[src/rtl/hz_pkg.sv]
package hz_pkg;

  // True when a produced register number feeds a consumer, ignoring register 0.
  function automatic logic reg_feeds(input logic [7:0] dst, input logic [7:0] src);
    return (dst != 8'd0) && (dst == src);
  endfunction

  // A branch redirects fetch only when it is present, its operands compare equal, and no interlock holds it.
  function automatic logic branch_redirect(input logic is_br, input logic eq, input logic held);
    return is_br && eq && !held;
  endfunction

endpackage

[src/rtl/hz_load_use.sv]
module hz_load_use #(
  parameter int AW   = 5,
  parameter int NSRC = 2
) (
  input  logic                    ld_valid,
  input  logic [AW-1:0]           ld_dst,
  input  logic [NSRC-1:0][AW-1:0] srcs,
  output logic                    hit
);
  import hz_pkg::*;

  logic [NSRC-1:0] per_src;

  for (genvar i = 0; i < NSRC; i++) begin : g_src
    logic [7:0] d8, s8;
    assign d8 = 8'(ld_dst);
    assign s8 = 8'(srcs[i]);
    assign per_src[i] = reg_feeds(d8, s8);
  end

  assign hit = ld_valid && (|per_src);
endmodule

[src/rtl/hz_branch.sv]
module hz_branch (
  input  logic is_branch,
  input  logic regs_equal,
  input  logic held,
  output logic redirect
);
  import hz_pkg::*;

  assign redirect = branch_redirect(is_branch, regs_equal, held);
endmodule

[src/rtl/hz_ctrl.sv]
module hz_ctrl #(
  parameter int AW = 5
) (
  input  logic          clk,
  input  logic          rst_n,
  input  logic          idex_mem_read,
  input  logic [AW-1:0] idex_rt,
  input  logic [AW-1:0] ifid_rs,
  input  logic [AW-1:0] ifid_rt,
  input  logic          id_branch,
  input  logic          id_regs_equal,
  output logic          pc_en,
  output logic          fetch_reg_en,
  output logic          bubble_sel,
  output logic          fetch_flush,
  output logic          pc_src
);
  localparam int NSRC = 2;

  logic [NSRC-1:0][AW-1:0] dec_srcs;
  logic                    load_use_hit;   // raw match, before the one-cycle guard
  logic                    stalled_q;      // a stall was issued last cycle
  logic                    stall_now;
  logic                    br_taken;

  assign dec_srcs[0] = ifid_rs;
  assign dec_srcs[1] = ifid_rt;

  hz_load_use #(.AW(AW), .NSRC(NSRC)) u_lu (
    .ld_valid (idex_mem_read),
    .ld_dst   (idex_rt),
    .srcs     (dec_srcs),
    .hit      (load_use_hit)
  );

  assign stall_now = load_use_hit && !stalled_q;

  always_ff @(posedge clk or negedge rst_n) begin
    if (!rst_n) stalled_q <= 1'b0;
    else        stalled_q <= stall_now;
  end

  hz_branch u_br (
    .is_branch  (id_branch),
    .regs_equal (id_regs_equal),
    .held       (stall_now),
    .redirect   (br_taken)
  );

  assign pc_en        = !stall_now;
  assign fetch_reg_en = !stall_now;
  assign bubble_sel   = stall_now;
  assign fetch_flush  = br_taken;
  assign pc_src       = br_taken;
endmodule

[config.mk]
export PLATFORM = sky130hd
export DESIGN_NAME = hz_ctrl
export DESIGN_NICKNAME = d
export VERILOG_FILES = /design/src/rtl/hz_pkg.sv /design/src/rtl/hz_load_use.sv /design/src/rtl/hz_branch.sv /design/src/rtl/hz_ctrl.sv
export SDC_FILE = /design/constraint.sdc
export NUM_CORES = 1
export LEC_CHECK = 0
export ABC_AREA = 1
export BUFFER_PORTS_ARGS = -buffer_cell sky130_fd_sc_hd__buf_2
export CAP_MARGIN = 20
export CORE_AREA = 2 2 39 41
export DETAILED_ROUTE_END_ITERATION = 16
export DIE_AREA = 0 0 41 43
export PLACE_DENSITY_LB_ADDON = 0.05
export SKIP_LAST_GASP = 1
export SLEW_MARGIN = 20
export SYNTH_ARGS = -nofsm -noshare
export SYNTH_HDL_FRONTEND = slang
export SYNTH_SLANG_ARGS = --single-unit
[constraint.sdc]
create_clock -name clk -period 1.4 [get_ports clk]
set_clock_uncertainty 0.15 [all_clocks]
set_input_delay 0.35 -clock clk [delete_from_list [all_inputs] [get_ports clk]]
set_output_delay 0.35 -clock clk [all_outputs]
set_load 0.1 [all_outputs]
==> reports/metrics.json <==
{
  "outcome": {
    "status": "complete, but fails checks",
    "failed_checks": "setup timing"
  },
  "detailed_routing": {
    "antenna_violating_nets_post_route": 0,
    "drt_drc_violations_left": 0,
    "post_drt_wl_per_cell_um": 7.96,
    "viasPerCell": 3.93,
    "drt-pass1-iter-count": 2,
    "totalWireLength_um": 764,
    "via_count": 377,
    "detailedRoute.firstIterationViolations": 2
  },
  "placement": {
    "gp_congestion": 0.699,
    "placedInstanceArea_um2": 500,
    "port-buffer-count": 24,
    "post_detail_place_hpwl_um": 634
  },
  "sta": {
    "finalSetupViolCount": 5,
    "final-max-slew-violation-count": 0,
    "fmax_mhz": 571,
    "timing_worst_slew_pin_value_ps": 186,
    "min_period_ps": 1750,
    "relative_slew_slack_pct": 87.6,
    "hold_violations": 0,
    "final.hold.worst_slack_ps": 513,
    "timing.final.ws_setup_ps": -350,
    "rsz0062_at_grt": "true",
    "timing.final.crit_share_pct": 125
  },
  "power": {
    "power.share.sequential_pct": 11.9,
    "power.combinational.fraction_pct": 88.1,
    "p_sw_share_pct": 48.0,
    "clock_power_share_pct": 0,
    "leakagePower_nw": 0.353,
    "ir_worst_vdd_mv": 0.210,
    "power.density_mw_per_mm2": 401,
    "total_power_uw": 259,
    "cell_internal_pwr_uw": 135,
    "netSwitchingPower_uw": 124
  },
  "grt": {
    "antenna_found_initial": 0,
    "grt_overflow_total": 0,
    "maximum_number_of_pins_on_one_net_before_global_route_repair": 5,
    "global_route_wire_length_before_repair_um": 1100,
    "via_count_of_the_first_global_routing_pass": 301,
    "grt_util_all_layers_pct": 8.21
  },
  "logic_synthesis": {
    "ys_seq_elements": 1,
    "share_of_cell_area_taken_by_muxes_after_synthesis_pct": 0,
    "synth_top_area_share_pct": 35.5,
    "ys_seq_area_share_pct": 9.48,
    "largest_family_of_logic_cells_by_synthesized_area": "simple AND/OR/NAND/NOR gates",
    "total_number_of_yosys_warnings": 0,
    "gate_count_after_technology_mapping": 56,
    "total_nets_after_synthesis": 76,
    "synth_largest_area_cell": "sky130_fd_sc_hd__nand2_1",
    "synth_compound_area_share_pct": 1.90,
    "synth.top_cells.by_area": "sky130_fd_sc_hd__nand2_1 36%, sky130_fd_sc_hd__inv_1 16%, sky130_fd_sc_hd__dfrtp_1 9.5%",
    "synth_cell_type_count": 12,
    "synth-simple-area-share_pct": 56.4,
    "post_synth_adder_cell_area_pct": 0,
    "synth_xor_area_share_pct": 6.64,
    "post_synth_instance_area_um2": 264,
    "syn_avg_cell_area_um2": 4.71
  },
  "hold_path": {
    "holdCritPathClass": "in2async"
  },
  "flow_run": {
    "drv_cap": 0
  },
  "cells_and_area": {
    "n_antenna_cell": 0,
    "layout-drive-gt1-share_pct": 67.5,
    "top_regs": "stalled_q (1)",
    "stdcell_area_um2": 646,
    "nets": 102,
    "mostFrequentLayoutCell": "sky130_fd_sc_hd__nand2_1",
    "area.growth.synth_to_final_pct": 145,
    "largest_register_ffs": 1,
    "top_register": "stalled_q",
    "final_util_pct": 46.7,
    "layout.cells.most_common_list": "14 x sky130_fd_sc_hd__nand2_1, 12 x sky130_fd_sc_hd__nand2_2, 9 x sky130_fd_sc_hd__buf_2"
  },
  "worst_setup_path": {
    "cp_data_arrival_time_ps": 1250,
    "path_class": "in2out",
    "r2r_setup_slack_ps": 440,
    "timing.critical_path.from": "idex_rt[4]",
    "worst_path_largest_cell_delay_ps": 220,
    "cpMostUsedCell": "sky130_fd_sc_hd__nand2_2",
    "standard_cell_with_the_maximum_stage_delay_on_the_critical_path": "sky130_fd_sc_hd__a21oi_4",
    "worstPathCellList": "buf_8 > inv_4 > nand2_2 > nand2_1 > nor2_1 > nand3_1 > nand2_2 > a21oi_4 > buf_12",
    "required_time_of_the_critical_path_ps": 900,
    "setup.worst_path.end_class": "output port",
    "r2r-start": "stalled_q",
    "critical_path.reg2reg.endpoint": "stalled_q",
    "ff2ff_path_depth": 4,
    "critPathMaxFanout": 3,
    "startpoint_type": "input port"
  },
  "floorplanning": {
    "std_cell_rows": 14,
    "die-area_mm2": 0.00176,
    "core_area_mm2": 0.00138,
    "die_w_um": 41,
    "num_io_pins": 25,
    "die_height_um": 43,
    "starting_density_of_the_core_pct": 19.1
  },
  "clock_network": {
    "worst_skew_pair.late_latency_ps": 0,
    "cts.reportedPaths.clkPinSlew_ps": 0
  }
}
==> per-layer routing <==
| layer | wire length, µm | track usage [%] | vias up |
|---|---|---|---|
| met5 | 0 | 0 | - |
| met4 | 0 | 0 | 0 |
| met3 | 41 | 0 | 0 |
| met2 | 438 | 14.4 | 8 |
| met1 | 285 | 11.5 | 161 |
| li1 | - | - | 208 |
==> final cells by class <==
cell class / count / area, µm²
multi-input combinational: 39 / 225
tap: 16 / 20.0
inverter: 14 / 80.1
sequential: 1 / 25.0
timing repair buffer: 26 / 295
fill: 142 / 738
==> synthesized netlist by cell type, drive strengths merged <==
cell / count
a21oi: 1
buf: 2
dfrtp: 1
inv: 14
nand2: 27
nand3: 2
nand3b: 1
nand4: 1
nor2: 5
xnor2: 2
==> worst max-delay path, delay by kind of cell <==
family                 cells  cell delay (ps)
AO/OA/AOI/OAI              1              220
buffers and inverters      3              350
AND/OR/NAND/NOR            5              320
==> how the worst max path moves through the flow <==
| stage | to | slack, ps |
|---|---|---|
| after floorplan | pc_src | -640 |
| after global placement | bubble_sel | -490 |
| after detailed placement | bubble_sel | -480 |
| after CTS | fetch_flush | -360 |
| after global routing | fetch_flush | -400 |
| final | fetch_flush | -350 |
==> power groups by stage <==
| stage | logic [mW] | registers (mW) | clock network [mW] |
|---|---|---|---|
| floorplan | 0.116 | 0.0307 | 0 |
| global placement | 0.184 | 0.0308 | 0 |
| detailed placement | 0.183 | 0.0308 | 0 |
| CTS | 0.201 | 0.0308 | 0 |
| global route | 0.245 | 0.0309 | 0 |
| finish | 0.228 | 0.0307 | 0 |
==> repair_timing <==
| action | 4_1_cts | 5_1_grt |
|---|---|---|
| setup buffers | 0 | 1 |
| setup endpoints to repair | 6 | 5 |
| resized for setup | 15 | 28 |
| pin swaps | 13 | 18 |
| hold endpoints to repair | 1 | 0 |
| hold buffers | 1 | 0 |
| gates cloned | 0 | 0 |
==> per-stage QoR <==
stage	setup TNS, ps	worst slack [ps]	std cells
floorplan	-2670	-640	56
global placement	-2240	-489	94
detailed placement	-2220	-484	94
CTS	-1620	-361	95
global route	-1910	-405	96
finish	-1640	-350	96
==> cells by family after synthesis <==
group,Yosys count
buffers and inverters,16
flip-flops,1
AND/OR/NAND/NOR,36
XOR/XNOR,2
AO/OA/AOI/OAI,1
Power figures use the tool's default switching activity.
